[src/rtl/cpwm_dual.sv]
module cpwm_dual #(
  parameter int CW = 16,
  parameter logic [CW-1:0] RST_PERIOD = 8
) (
  input  logic          clk,
  input  logic          rst_n,
  input  logic          cnt_en,
  input  logic          wr_en,
  input  logic [2:0]    wr_addr,
  input  logic [CW-1:0] wr_data,
  output logic          out_norm,
  output logic          out_cntr
);
  localparam logic [2:0] A_PER  = 3'd0;
  localparam logic [2:0] A_BUF  = 3'd1;
  localparam logic [2:0] A_DEAD = 3'd2;
  localparam logic [2:0] A_SEL  = 3'd3;
  localparam logic [2:0] A_POL  = 3'd4;

  logic [CW-1:0] per, dbuf, dead, cmpv, c1, c2, dly;
  logic          up1, up2, run2, pend;
  logic [1:0]    tsel, pol;
  logic          go2, pk1, vl1, uf2, sel_evt, xfer, act_n, act_c, buf_wr;
  logic [CW:0]   nx1, nx2;

  function automatic logic [CW:0] tri_step(input logic up, input logic [CW-1:0] c,
                                           input logic [CW-1:0] lim);
    if (up) begin
      if (c >= lim) tri_step = {1'b0, (c == '0) ? c : c - 1'b1};
      else          tri_step = {1'b1, c + 1'b1};
    end else begin
      if (c == '0)  tri_step = {1'b1, (lim == '0) ? c : c + 1'b1};
      else          tri_step = {1'b0, c - 1'b1};
    end
  endfunction

  assign go2 = run2 || (dly == dead);
  assign pk1 = cnt_en && up1 && (c1 >= per);
  assign vl1 = cnt_en && !up1 && (c1 == '0);
  assign uf2 = cnt_en && go2 && !up2 && (c2 == '0);

  always_comb begin
    case (tsel)
      2'b00:   sel_evt = vl1;
      2'b01:   sel_evt = pk1;
      2'b10:   sel_evt = uf2;
      default: sel_evt = pk1 || uf2;
    endcase
  end

  assign xfer   = ((dbuf == '0) || pend) ? pk1 : sel_evt;
  assign buf_wr = wr_en && (wr_addr == A_BUF);
  assign nx1    = tri_step(up1, c1, per);
  assign nx2    = tri_step(up2, c2, per);

  always_ff @(posedge clk or negedge rst_n) begin
    if (!rst_n) begin
      c1 <= '0; up1 <= 1'b1;
      c2 <= '0; up2 <= 1'b1;
      dly <= '0; run2 <= 1'b0;
    end else if (cnt_en) begin
      {up1, c1} <= nx1;
      if (go2) begin
        {up2, c2} <= nx2;
        run2 <= 1'b1;
      end else begin
        dly <= dly + 1'b1;
      end
    end
  end

  always_ff @(posedge clk or negedge rst_n) begin
    if (!rst_n) begin
      cmpv <= '0;
      pend <= 1'b0;
    end else begin
      if (xfer) begin
        cmpv <= dbuf;
        pend <= 1'b0;
      end
      if (buf_wr) begin
        if ((dbuf == '0) && (wr_data != '0) && (wr_data < per)) pend <= 1'b1;
        else if (wr_data == '0) pend <= 1'b0;
      end
    end
  end

  always_ff @(posedge clk or negedge rst_n) begin
    if (!rst_n) begin
      per  <= RST_PERIOD;
      dbuf <= '0;
      dead <= '0;
      tsel <= 2'b00;
      pol  <= 2'b11;
    end else if (wr_en) begin
      case (wr_addr)
        A_PER:   per  <= wr_data;
        A_BUF:   dbuf <= wr_data;
        A_DEAD:  dead <= wr_data;
        A_SEL:   tsel <= wr_data[1:0];
        A_POL:   pol  <= wr_data[1:0];
        default: ;
      endcase
    end
  end

  assign act_n    = (c1 < cmpv) && (c2 < cmpv);
  assign act_c    = (c1 >= cmpv) && (c2 >= cmpv);
  assign out_norm = act_n ~^ pol[0];
  assign out_cntr = act_c ~^ pol[1];
endmodule


[config.mk]
export PLATFORM = sky130hd
export DESIGN_NAME = cpwm_dual
export DESIGN_NICKNAME = d
export VERILOG_FILES = /design/src/rtl/cpwm_dual.sv
export SDC_FILE = /design/constraint.sdc
export NUM_CORES = 1
export LEC_CHECK = 0
export CORE_MARGIN = 5
export CORE_UTILIZATION = 30
export DETAILED_ROUTE_END_ITERATION = 16
export GPL_TIMING_DRIVEN = 0
export PLACE_DENSITY_LB_ADDON = 0.15
export SETUP_SLACK_MARGIN = 0.3
export SLEW_MARGIN = 10
export SYNTH_ARGS = -nofsm -noshare
export SYNTH_HDL_FRONTEND = slang
export SYNTH_SLANG_ARGS = --single-unit
[constraint.sdc]
create_clock -name clk -period 7.79 [get_ports clk]
set_clock_uncertainty 0.15 [all_clocks]
set_input_delay 0.779 -clock clk [delete_from_list [all_inputs] [get_ports clk]]
set_output_delay 0.779 -clock clk [all_outputs]
set_load 0.05 [all_outputs]
After elaboration in Yosys (flattened, before gate mapping). Index checks and enable logic that the tools add are counted.

Register bits: 120. Logic and storage cells: 89.

Mux-type cells: 16. Eq/ne operators: 11. Bitwise operators: 3. Add/subtract/negate cells: 5. Magnitude comparators: 7. Reductions and logical operators: 34.

Operators with widths (number): $mux W17 (6); $logic_not A16 Y1 (5); $ge A16 B16 Y1 (4); $mux W16 (4); $add A16 B1 Y16 const B (3); $lt A16 B16 Y1 (3); $sub A16 B1 Y16 const B (2); $eq A16 B16 Y1 (1); $reduce_bool A16 Y1 (1); $reduce_and A2 Y1 (7); $logic_and A1 B1 Y1 (12); $ne A3 B3 Y1 const B (4); $eq A3 B2 Y1 const B (2); $mux W1 (5); $reduce_and A4 Y1 (1); $eq A3 B1 Y1 const B (1); $eq A3 B3 Y1 const B (1); $logic_not A3 Y1 (1); $logic_or A1 B1 Y1 (3); $pmux W1 S3 (1); $reduce_and A3 Y1 (1); $eq A2 B1 Y1 const B (1); $eq A2 B2 Y1 const B (1); $logic_not A1 Y1 (2); 3 further kinds (4).

Depth between registers and ports, before layout.
Depth after elaboration: 12. Depth in mapped cells: 11. Gate-level depth less buffers: 10.

Worst setup path after synthesis. No wires, ideal clock.

Path kind: register to output. Start: reg c1[5]. End: out out_cntr. Arrival time: 2.530 ns. Stages on the path, launching flop included: 10. Setup slack: 4.331 ns. Required time: 6.861 ns. Path through: dfrtp_1 ha_1 a21o_1 a21o_1 a21oi_1 nor2_1 a211oi_1 o211ai_1 o22ai_1 xor2_1.

Cells in the longest elaborated chain, start to end: 3.

Ends and longest elaborated chain: start, declared (line 20) `logic [CW-1:0] per, dbuf, dead, cmpv, c1, c2, dly;`; start signal, assigned (line 62) `{up1, c1} <= nx1;`; $ge A16 B16 Y1 (line 108) `assign act_c = (c1 >= cmpv) && (c2 >= cmpv);`; $logic_and A1 B1 Y1 (line 108); $xnor A1 B1 Y1 (line 110) `assign out_cntr = act_c ~^ pol[1];`; end, declared (line 12) `output logic out_cntr`.

No other way between the ends.

Worst setup path in the final report. Same ends and word-level chain as after synthesis.

==> impl_metrics.json <==
{
  "syn_area_per_cell_um2": 10.33,
  "crit_arrival_ns": 3.75,
  "route.met3.wl_um": 724,
  "p_seq_share_pct": 33.7,
  "start_util_pct": 30.36,
  "comb_power_share_pct": 38.5,
  "status": "finished, final reports clean",
  "io_pins": 25,
  "cp_common_cell": "a21o_1",
  "dp_hpwl_mm": 15.67,
  "synthCells": 738,
  "crit_buf_inv": 1,
  "drive_gt1_share_pct": 14.21,
  "setup_tns_ns": 0,
  "cts_tree": "yes",
  "intPower_mw": 1.816,
  "max-slew-margin-rel_pct": 43.09,
  "grt_max_degree": 69,
  "p_per_area_nw_per_um2": 340.9,
  "path_depth": 10,
  "r2r_cells": 10,
  "synth_commonest_cells": "dfrtp_1, ha_1, mux2_2, nand2_1, o21ai_0",
  "vias": 5624,
  "hold_ws_ns": 0.2280,
  "synth-main-ff-cell": "dfrtp_1",
  "total_power_mw": 3.043,
  "setup_ws_ns": 3.111,
  "synthArstFlopShare_pct": 100.0,
  "core_um2": 25110,
  "dr.pass1.iters": 5,
  "synth_cell_types": 64,
  "wl_met1_mm": 10.27,
  "nets": 889,
  "met2WireLength_mm": 9.254,
  "yosys.area.top_type": "dfrtp_1",
  "place_area_um2": 8304,
  "vias_per_cell": 4.999,
  "antenna_found_initial": 0,
  "syn_nets": 845,
  "utilization_pct": 35.55,
  "switching_share_pct": 40.33,
  "die_w_um": 169.4,
  "holdBufCountCts": 0,
  "timing.fmax_ghz": 0.2137,
  "clkTransAtPathRegs_ns": 0.06,
  "preCtsSetupSlack_ns": 3.664,
  "cap_violations": 0,
  "cts_sinks": 120,
  "wl_per_cell_um": 18.17,
  "htree_levels": 4,
  "cts_resized": 0,
  "hold_path.class": "in2async",
  "cp_data_required_time_ns": 6.86,
  "drt_iter0_drc": 372,
  "routed_wl_mm": 20.44,
  "synth.most_common_cell": "dfrtp_1",
  "synth.top_cell.area_share_pct": 37.75,
  "fill_cells": 2592,
  "finalInstanceArea_um2": 8927,
  "row_count": 58,
  "place_inst": 1093,
  "synth_seq_area_share_pct": 39.48,
  "first_global_vias": 5464,
  "period_minus_slack_ns": 4.679,
  "synth_edf_count": 0,
  "rsz0062_at_grt": "no",
  "drv_slew": 0,
  "crit_type": "reg2out",
  "drc": 0,
  "rr_endpoint": "c2[11]$_DFFE_PN0P_",
  "synth.top_cells.by_area": "dfrtp_1, ha_1, mux2_2, xnor2_1, o21ai_0",
  "dieArea_um2": 28690,
  "tightest_slew_ns": 0.8429,
  "drtAntennaViolNets": 0,
  "setup.worst_path.end_class": "output port",
  "grt.overflow.total": 0,
  "p_leak_nw": 3.898,
  "rr_startpoint": "per[3]$_DFFE_PN1P_",
  "hold_viol": 0,
  "finalSetupViolations": 0,
  "fin_cells": 1125,
  "clk_latency_ns": 0.43,
  "synth_warnings": 0,
  "irDropWorstVdd_mv": 0.3172,
  "clockBufferDepth": 2,
  "cts-root-buf": "clkbuf_16",
  "clkPwrFrac_pct": 27.8,
  "cp_max_fo": 9,
  "slowest_stage": "clkdlybuf4s50_1",
  "die_y_um": 169.4,
  "fin_crit_sh_pct": 60.07,
  "highest_layer": "met4",
  "grt_use_total_pct": 14.69,
  "postCtsSetupRepairBufs": 0,
  "ff2ff_setup_slack_ns": 3.75,
  "syn_to_final_growth_pct": 17.12,
  "antennaDiodeCount": 0,
  "cpLargestDelayFamily": "compound AO/OA/AOI/OAI gates",
  "routabilityCongestion": 0.8066,
  "io_buffers": 24,
  "grt_pass1_wl_mm": 32.46,
  "cts_buffers": 17,
  "synth_area_um2": 7622,
  "switching_power_mw": 1.227,
  "path_cells": "ha_1 -> a21o_1 -> a21o_1 -> a21oi_1 -> nor2_1 -> a211oi_1 -> o211ai_1 -> o22ai_1 -> xor2_1 -> clkdlybuf4s50_1",
  "critical_path.max_stage_delay_ns": 0.82,
  "startpoint_type": "flop",
  "ys_ff_latch": 120
}
[cells by family (layout without fill, tap and decap cells)]
group	after synthesis	after routing	synth area share (%)
buffers and inverters	60	117	3.283
flip-flops	120	120	39.48
AO/OA/AOI/OAI	123	123	10.21
adder cells (fa/ha/maj)	84	84	13.79
XOR/XNOR	62	62	7.124
AND/OR/NAND/NOR	230	230	16.96
multiplexers	59	59	9.160
[sequential cells by signal, indices dropped and copies added, names as in the netlist]
| signal | flops |
|---|---|
| dly | 16 |
| cmpv | 16 |
| run2 | 1 |
| up2 | 1 |
| tsel | 2 |
| pend | 1 |
| dbuf | 16 |
| per | 16 |
| up1 | 1 |
| pol | 2 |
| c2 | 16 |
| dead | 16 |
| c1 | 16 |
[placed cells by master (no fill, tap or decap), types with 5 or more instances in the layout]
cell,synthesis,routed
nor4_1,27,27
inv_8,0,7
nor3b_1,5,5
mux2_2,46,46
o21ai_0,46,46
clkbuf_1,12,12
nand3_1,17,17
o21a_1,6,6
a21oi_1,21,21
mux2_4,10,10
dfrtp_1,115,115
nand2b_1,8,8
ha_1,84,84
clkdlybuf4s50_1,0,23
and4_1,9,9
a21o_1,16,16
and3_1,16,16
nor3_1,13,13
dfstp_2,5,5
inv_1,42,42
xnor2_1,37,37
nand2_1,46,46
nor2b_1,7,7
nor2_1,32,32
clkbuf_16,0,17
xor2_1,25,25
nand4_1,21,21
a2111oi_0,5,5
[layer usage]
metal  up-vias  GRT usage (%)
met5         -              0
li1       2797              -
met2        77          22.84
met1      2736          21.28
met4         0          3.150
met3        14          2.888
[power groups by stage]
stage	Combinational (mW)	Sequential (mW)	Clock (mW)
after detailed placement	1.17	1.04	0
after floorplan	0.869	0.942	0
final	1.17	1.03	0.845
after global placement	1.16	1.04	0
after CTS	1.18	1.03	0.865
after global routing	1.31	1.06	0.892
[how the worst max path moves through the flow]
stage | start | endpoint
finish | c1[5]$_DFFE_PN0P_ | out_cntr
global route | c1[5]$_DFFE_PN0P_ | out_cntr
CTS | c1[5]$_DFFE_PN0P_ | out_cntr
detailed placement | c1[5]$_DFFE_PN0P_ | out_cntr
global placement | rst_n | dly[3]$_DFFE_PN0P_
floorplan | c1[5]$_DFFE_PN0P_ | out_cntr
[area by class of cell]
cell class	instances	area, um2	area share (%)
inverters	42	157.7	1.766
clock buffers	17	425.4	4.765
well taps	330	412.9	4.625
plain buffers	18	92.59	1.037
clock inverters	15	197.7	2.214
repair buffers	25	269.0	3.013
multi-input cells	558	4363	48.87
flip-flops and latches	120	3009	33.71
Power figures use the tool's default switching activity.
